**src/rtl/dbgport_pkg.sv**
```systemverilog
package dbgport_pkg;
  localparam int SEL_W     = 3;
  localparam int DATA_W    = 9;
  localparam int NBYTES    = 4;
  localparam int STORE_W   = DATA_W * NBYTES;
  localparam int INSN_W    = STORE_W - 2;
  localparam int HALF_W    = INSN_W / 2;
  localparam int XFER_W    = 16;
  localparam int XBYTE_W   = XFER_W / 2;
  localparam int NIB_W     = 4;
  localparam int CLR_STORE_BIT = 7;

  typedef enum logic [SEL_W-1:0] {
    SEL_CTRL = 3'd0,
    SEL_CLK  = 3'd1,
    SEL_XHI  = 3'd2,
    SEL_XLO  = 3'd3,
    SEL_B0   = 3'd4,
    SEL_B1   = 3'd5,
    SEL_B2   = 3'd6,
    SEL_B3   = 3'd7
  } sel_e;

  typedef logic [NBYTES-1:0][DATA_W-1:0] store_t;

  // Rearrange the stored bytes into instruction order; bits 34/35 are parity.
  function automatic logic [STORE_W-1:0] unscramble(input store_t b);
    logic [STORE_W-1:0] u;
    u = '0;
    u[0] = b[0][DATA_W-1];
    for (int j = 0; j < NBYTES; j++) begin
      for (int k = 0; k < NIB_W; k++) begin
        u[1 + NIB_W*j + k]      = b[j][k];
        u[HALF_W + NIB_W*j + k] = b[j][NIB_W + k];
      end
    end
    u[INSN_W-1] = b[2][DATA_W-1];
    u[INSN_W]   = b[1][DATA_W-1];
    u[INSN_W+1] = b[3][DATA_W-1];
    return u;
  endfunction
endpackage

```
**src/rtl/dp_rst_sync.sv**
```systemverilog
module dp_rst_sync #(
  parameter int STAGES = 2
) (
  input  logic clk,
  input  logic rst_n,
  output logic rst_n_sync
);
  logic [STAGES-1:0] chain_q;
  logic [STAGES-1:0] chain_d;

  always_comb begin
    chain_d = {chain_q[STAGES-2:0], 1'b1};
  end

  always_ff @(posedge clk or negedge rst_n) begin
    if (!rst_n) chain_q <= '0;
    else        chain_q <= chain_d;
  end

  assign rst_n_sync = chain_q[STAGES-1];
endmodule

```
**src/rtl/dp_strobe_sync.sv**
```systemverilog
module dp_strobe_sync #(
  parameter int STAGES = 2
) (
  input  logic clk,
  input  logic rst_n,
  input  logic strobe_i,
  output logic fire_o
);
  logic [STAGES-1:0] sync_q, sync_d;
  logic              last_q, last_d;
  logic              settled;

  assign settled = sync_q[STAGES-1];

  always_comb begin
    sync_d = {sync_q[STAGES-2:0], strobe_i};
    last_d = settled;
  end

  always_ff @(posedge clk or negedge rst_n) begin
    if (!rst_n) begin
      sync_q <= '0;
      last_q <= 1'b0;
    end else begin
      sync_q <= sync_d;
      last_q <= last_d;
    end
  end

  // Completion of the 0-1-0 sequence: synchronised strobe falls.
  assign fire_o = last_q & ~settled;

  p_single_fire_r2: assert property (@(posedge clk) disable iff (!rst_n)
    fire_o |=> !fire_o);
endmodule

```
**src/rtl/dp_reg_bank.sv**
```systemverilog
module dp_reg_bank
  import dbgport_pkg::*;
(
  input  logic              clk,
  input  logic              rst_n,
  input  logic              fire_i,
  input  logic [SEL_W-1:0]  sel_i,
  input  logic [DATA_W-1:0] data_i,
  output logic [DATA_W-1:0] ctrl_o,
  output logic [DATA_W-1:0] clk_o,
  output logic [XFER_W-1:0] xfer_o,
  output logic [NBYTES-1:0] store_we_o
);
  logic [DATA_W-1:0] ctrl_q, ctrl_d, clk_q, clk_d;
  logic [XFER_W-1:0] xfer_q, xfer_d;
  logic              ctrl_en, clk_en;
  logic [1:0]        xbyte_en;
  sel_e              sel;

  assign sel = sel_e'(sel_i);

  always_comb begin
    ctrl_en  = fire_i && (sel == SEL_CTRL);
    clk_en   = fire_i && (sel == SEL_CLK);
    xbyte_en = {fire_i && (sel == SEL_XHI), fire_i && (sel == SEL_XLO)};
    ctrl_d   = ctrl_en ? data_i : ctrl_q;
    clk_d    = clk_en  ? data_i : clk_q;
  end

  for (genvar h = 0; h < 2; h++) begin : g_xbyte
    always_comb begin
      xfer_d[h*XBYTE_W +: XBYTE_W] = xbyte_en[h] ? data_i[XBYTE_W-1:0]
                                                 : xfer_q[h*XBYTE_W +: XBYTE_W];
    end
  end

  for (genvar i = 0; i < NBYTES; i++) begin : g_we
    assign store_we_o[i] = fire_i && (sel_i == SEL_W'(NBYTES + i));
  end

  always_ff @(posedge clk or negedge rst_n) begin
    if (!rst_n) begin
      ctrl_q <= '0;
      clk_q  <= '0;
      xfer_q <= '0;
    end else begin
      ctrl_q <= ctrl_d;
      clk_q  <= clk_d;
      xfer_q <= xfer_d;
    end
  end

  assign ctrl_o = ctrl_q;
  assign clk_o  = clk_q;
  assign xfer_o = xfer_q;

  p_hold_without_fire_r2: assert property (@(posedge clk) disable iff (!rst_n)
    !fire_i |=> ($stable(ctrl_q) && $stable(clk_q) && $stable(xfer_q)));

  p_xfer_hi_load_r3: assert property (@(posedge clk) disable iff (!rst_n)
    (fire_i && sel_i == SEL_XHI) |=>
      (xfer_q[XFER_W-1:XBYTE_W] == $past(data_i[XBYTE_W-1:0])) && $stable(ctrl_q));
endmodule

```
**src/rtl/dp_insn_store.sv**
```systemverilog
module dp_insn_store
  import dbgport_pkg::*;
(
  input  logic              clk,
  input  logic              rst_n,
  input  logic [NBYTES-1:0] we_i,
  input  logic [DATA_W-1:0] data_i,
  input  logic              clr_i,
  output logic [INSN_W-1:0] insn_o,
  output logic              perr_first_o,
  output logic              perr_second_o
);
  store_t             bytes_q, bytes_d;
  logic [NBYTES-1:0]  en;
  logic [STORE_W-1:0] flat;

  for (genvar i = 0; i < NBYTES; i++) begin : g_byte
    always_comb begin
      en[i] = clr_i | we_i[i];
      if (clr_i)         bytes_d[i] = '0;
      else if (we_i[i])  bytes_d[i] = bytes_q[i] | data_i;
      else               bytes_d[i] = bytes_q[i];
    end

    always_ff @(posedge clk or negedge rst_n) begin
      if (!rst_n)     bytes_q[i] <= '0;
      else if (en[i]) bytes_q[i] <= bytes_d[i];
    end

    p_or_keeps_bits_r4: assert property (@(posedge clk) disable iff (!rst_n)
      !clr_i |=> ((bytes_q[i] & $past(bytes_q[i])) == $past(bytes_q[i])));
  end

  always_comb begin
    flat          = unscramble(bytes_q);
    insn_o        = flat[INSN_W-1:0];
    perr_first_o  = ~(^{flat[HALF_W-1:0], flat[INSN_W]});
    perr_second_o = ~(^{flat[INSN_W-1:HALF_W], flat[INSN_W+1]});
  end

  p_clear_wins_r5: assert property (@(posedge clk) disable iff (!rst_n)
    clr_i |=> (insn_o == '0) && perr_first_o && perr_second_o);
endmodule

```
**src/rtl/dbg_strobe_port.sv**
```systemverilog
module dbg_strobe_port
  import dbgport_pkg::*;
(
  input  logic        clk,
  input  logic        rst_n,
  input  logic [2:0]  host_sel,
  input  logic [8:0]  host_data,
  input  logic        host_strobe,
  output logic [8:0]  ctrl_bits,
  output logic [8:0]  clkreg_bits,
  output logic [15:0] xfer_word,
  output logic [33:0] insn_word,
  output logic        perr_first,
  output logic        perr_second
);
  logic              rst_n_int;
  logic              fire;
  logic [NBYTES-1:0] store_we;

  dp_rst_sync #(.STAGES(2)) u_rst (
    .clk        (clk),
    .rst_n      (rst_n),
    .rst_n_sync (rst_n_int)
  );

  dp_strobe_sync #(.STAGES(2)) u_sync (
    .clk      (clk),
    .rst_n    (rst_n_int),
    .strobe_i (host_strobe),
    .fire_o   (fire)
  );

  dp_reg_bank u_regs (
    .clk        (clk),
    .rst_n      (rst_n_int),
    .fire_i     (fire),
    .sel_i      (host_sel),
    .data_i     (host_data),
    .ctrl_o     (ctrl_bits),
    .clk_o      (clkreg_bits),
    .xfer_o     (xfer_word),
    .store_we_o (store_we)
  );

  dp_insn_store u_store (
    .clk           (clk),
    .rst_n         (rst_n_int),
    .we_i          (store_we),
    .data_i        (host_data),
    .clr_i         (ctrl_bits[CLR_STORE_BIT]),
    .insn_o        (insn_word),
    .perr_first_o  (perr_first),
    .perr_second_o (perr_second)
  );

  p_reset_zero_r1: assert property (@(posedge clk)
    !rst_n_int |-> (ctrl_bits == '0 && xfer_word == '0 && insn_word == '0));
endmodule

```
**config.mk**
```make
export PLATFORM = sky130hd
export DESIGN_NAME = dbg_strobe_port
export DESIGN_NICKNAME = d
export VERILOG_FILES = /design/src/rtl/dbgport_pkg.sv /design/src/rtl/dp_rst_sync.sv /design/src/rtl/dp_strobe_sync.sv /design/src/rtl/dp_reg_bank.sv /design/src/rtl/dp_insn_store.sv /design/src/rtl/dbg_strobe_port.sv
export SDC_FILE = /design/constraint.sdc
export NUM_CORES = 1
export LEC_CHECK = 0
export ABC_AREA = 1
export CORE_UTILIZATION = 41
export CTS_CLUSTER_DIAMETER = 100
export DETAILED_ROUTE_END_ITERATION = 12
export DONT_BUFFER_PORTS = 1
export PLACE_DENSITY_LB_ADDON = 0.12
export SETUP_SLACK_MARGIN = 0.3
export SKIP_CTS_REPAIR_TIMING = 1
export SLEW_MARGIN = 20
export SYNTH_ARGS = -nofsm -noshare
export SYNTH_HDL_FRONTEND = slang
export SYNTH_SLANG_ARGS = --single-unit
```
**constraint.sdc**
```tcl
create_clock -name clk -period 2.9 [get_ports clk]
set_input_delay 0.58 -clock clk [delete_from_list [all_inputs] [get_ports clk]]
set_output_delay 0.58 -clock clk [all_outputs]
set_load 0.005 [all_outputs]
```
==> out/metrics.csv <==
metric,value,unit
hold_ws,0.184,ns
syn_inst,496,
synth_nets,511,
wl_per_cell,14.4,um
synth_edf_count,0,
remaining_drc_errors,6,
fin_setup_tns,0,ns
drt-total-wl,8.36,mm
crit_type,reg -> out,
synth.avg_cell_area,7.69,um2
row_count,34,
grt.busiest_layer,met2,
viasPerCell,4.87,
yosysSeqAreaShare,49.2,%
reg2reg_from,u_sync.sync_q[1],
cts_buffers,9,
worst_pin_slew,0.820,ns
use_met3,7.73,%
fin_util,43.9,%
stdcell_area,3890,um2
ant_nets,0,
via_count,2821,
synth_commonest_cells,"nand2_1, dfrtp_1, inv_1",
max_cap_viol_count,0,
globalplace.congestion,0.794,
numClockSinks,75,
p_leak,2.01,nW
cts_root_buf,clkbuf_8,
start_util,43.1,%
p_sw_share,31.7,%
p_switching,0.000802,W
p_per_area,652,nW/um2
finClkSkew,0.00737,ns
grtUsageTotal,18.5,%
worstSkewPairLatency,0.34,ns
fin_crit_sh,74.4,%
worstPathArrival,1.58,ns
slew_headroom,45.4,%
synth_cell_types,23,
reg2reg_to,u_store.insn_o[19],
fin_nets,481,
synthFlopType,dfrtp_1,
cts_tree,built,
cts_max_level,3,
combPwrFrac,15.8,%
core,8850,um2
synth-seq-cells,75,
drive_above_1_share,6.16,%
die_w,98.5,um
power_frac_seq,52.6,%
period_minus_slack,2.16,ns
grt_pass1_vias,2713,
grt_overflow_total,0,
io_pins,85,
grt_use_met1,23.4,%
violations,DRC,
crit_fanout,5,
drt-pass1-iter-count,8,
dp_hpwl,6.22,mm
die_area,9690,um2
internal_power,0.00173,W
startpoint_type,flop,
drt_iter0_drc,135,
antenna_found_initial,0,
peakVddDrop,362,uV
async_flop_share,100,%
fillerInstances,920,
reg2reg_depth,5,
clk_pin_slew,0.08,ns
drv_slew,0,
place_inst,562,
p_clk_share,31.6,%
post_dp_cell_area,3680,um2
grt_util_met2,29.3,%
grt_max_degree,59,
synth.cell_area,3810,um2
cp.required,2.32,ns
io_buffers,0,
diodes,0,
synth.top_cell.area_share,49.2,%
rrSetupSlack,1.27,ns
yosysMostFrequentCell,nand2_1,
cp-end-kind,output port,
hold_path_class,reg -> async,
area_delta_synth_final,1.90,%
die_y,98.5,um
rsz0062_at_grt,false,
fmax,464,MHz
clockBufferDepth,2,
grt_pass1_wl,13.9,mm
setup_violations,0,
synth_area_leaders,"dfrtp_1, nand2_1, buf_4",
final_cells,579,
yosys.area.top_type,dfrtp_1,
status,"complete, but fails checks",
hold_violations,0,
yosys_warnings,0,
[power groups by stage]
stage          logic [W]  clock network [W]  registers, W
6_report        0.000399           0.000801       0.00133
5_1_grt         0.000475           0.000879       0.00136
4_1_cts         0.000404           0.000826       0.00134
3_5_place_dp    0.000404                  0       0.00136
3_3_place_gp    0.000391                  0       0.00135
2_1_floorplan   0.000386                  0       0.00130
[metrics by stage]
step	total power (W)	worst slack [ns]
6_report	0.00253	0.743
5_1_grt	0.00271	0.515
4_1_cts	0.00257	0.716
3_5_place_dp	0.00176	1.09
3_3_place_gp	0.00174	1.12
2_1_floorplan	0.00168	0.657
[worst max-delay path, stage by stage (launching register included)]
cell and delay (ns):
dfrtp_1 0.47, inv_1 0.16, nand2_1 0.09, nand2_1 0.06
nand3_1 0.08, nand2_1 0.07, nand2_1 0.05, nand2_1 0.07
nand2_1 0.05, nand3_1 0.07, nand2_1 0.07
[worst max-delay path by stage]
stage / from / endpoint / slack (ns)
final: u_store.insn_o[23] / perr_second / 0.74
after global routing: u_store.insn_o[27] / perr_second / 0.51
after CTS: u_store.insn_o[27] / perr_second / 0.72
after detailed placement: u_store.insn_o[27] / perr_second / 1.09
after global placement: u_store.insn_o[18] / perr_second / 1.12
after floorplan: u_rst.chain_q[1] / u_regs.clk_o[0] / 0.66
[kinds of logic after synthesis]
kind of cell | synth area share (%)
xor+xnor | 2.98
flops | 49.2
compound gates | 9.18
other cells | 0.0983
simple gates | 25.9
buf+inv | 12.6
[per-layer routing]
metal  share of wire [%]  vias to the layer above  wire length, um
met3                  10                        9              848
li1                    -                     1434                -
met1                  44                     1298             3640
met5                   0                        -                0
met2                  45                       80             3770
met4                 1.2                        0               99
[area by class of cell]
| type | instances | area (um2) | area share (%) |
|---|---|---|---|
| flip-flops and latches | 75 | 1880 | 48.3 |
| multi-input cells | 329 | 1460 | 37.5 |
| inverters | 48 | 180 | 4.63 |
| well taps | 108 | 135 | 3.48 |
| clock buffers | 9 | 124 | 3.19 |
| clock inverters | 7 | 76.3 | 1.96 |
| repair buffers | 3 | 37.5 | 0.966 |
[state kept, by name, indices dropped and copies added, names as in the netlist]
register,flops
u_rst.chain_q,2
u_regs.xfer_o,16
u_sync.sync_q,2
u_regs.clk_o,9
u_store.insn_o,34
u_sync.last_q,1
u_store.bytes_q,2
u_regs.ctrl_o,9
[layout by cell type, fill, tap and decap left out, drive strengths merged]
master       Yosys  layout
nor3             3       3
clkinv           0       2
conb             1       1
clkbuf           4       9
xor2             7       7
nand4            1       1
bufinv           0       1
clkinvlp         0       2
o21ai           34      34
dfrtp           75      75
nand2          205     205
inv             48      50
nand3            9       9
nor2            26      26
dlygate4sd3      0       1
a21oi           36      36
nand3b           1       1
buf             40       2
xnor2            6       6
Note: power is estimated with default switching activity, not from simulation.
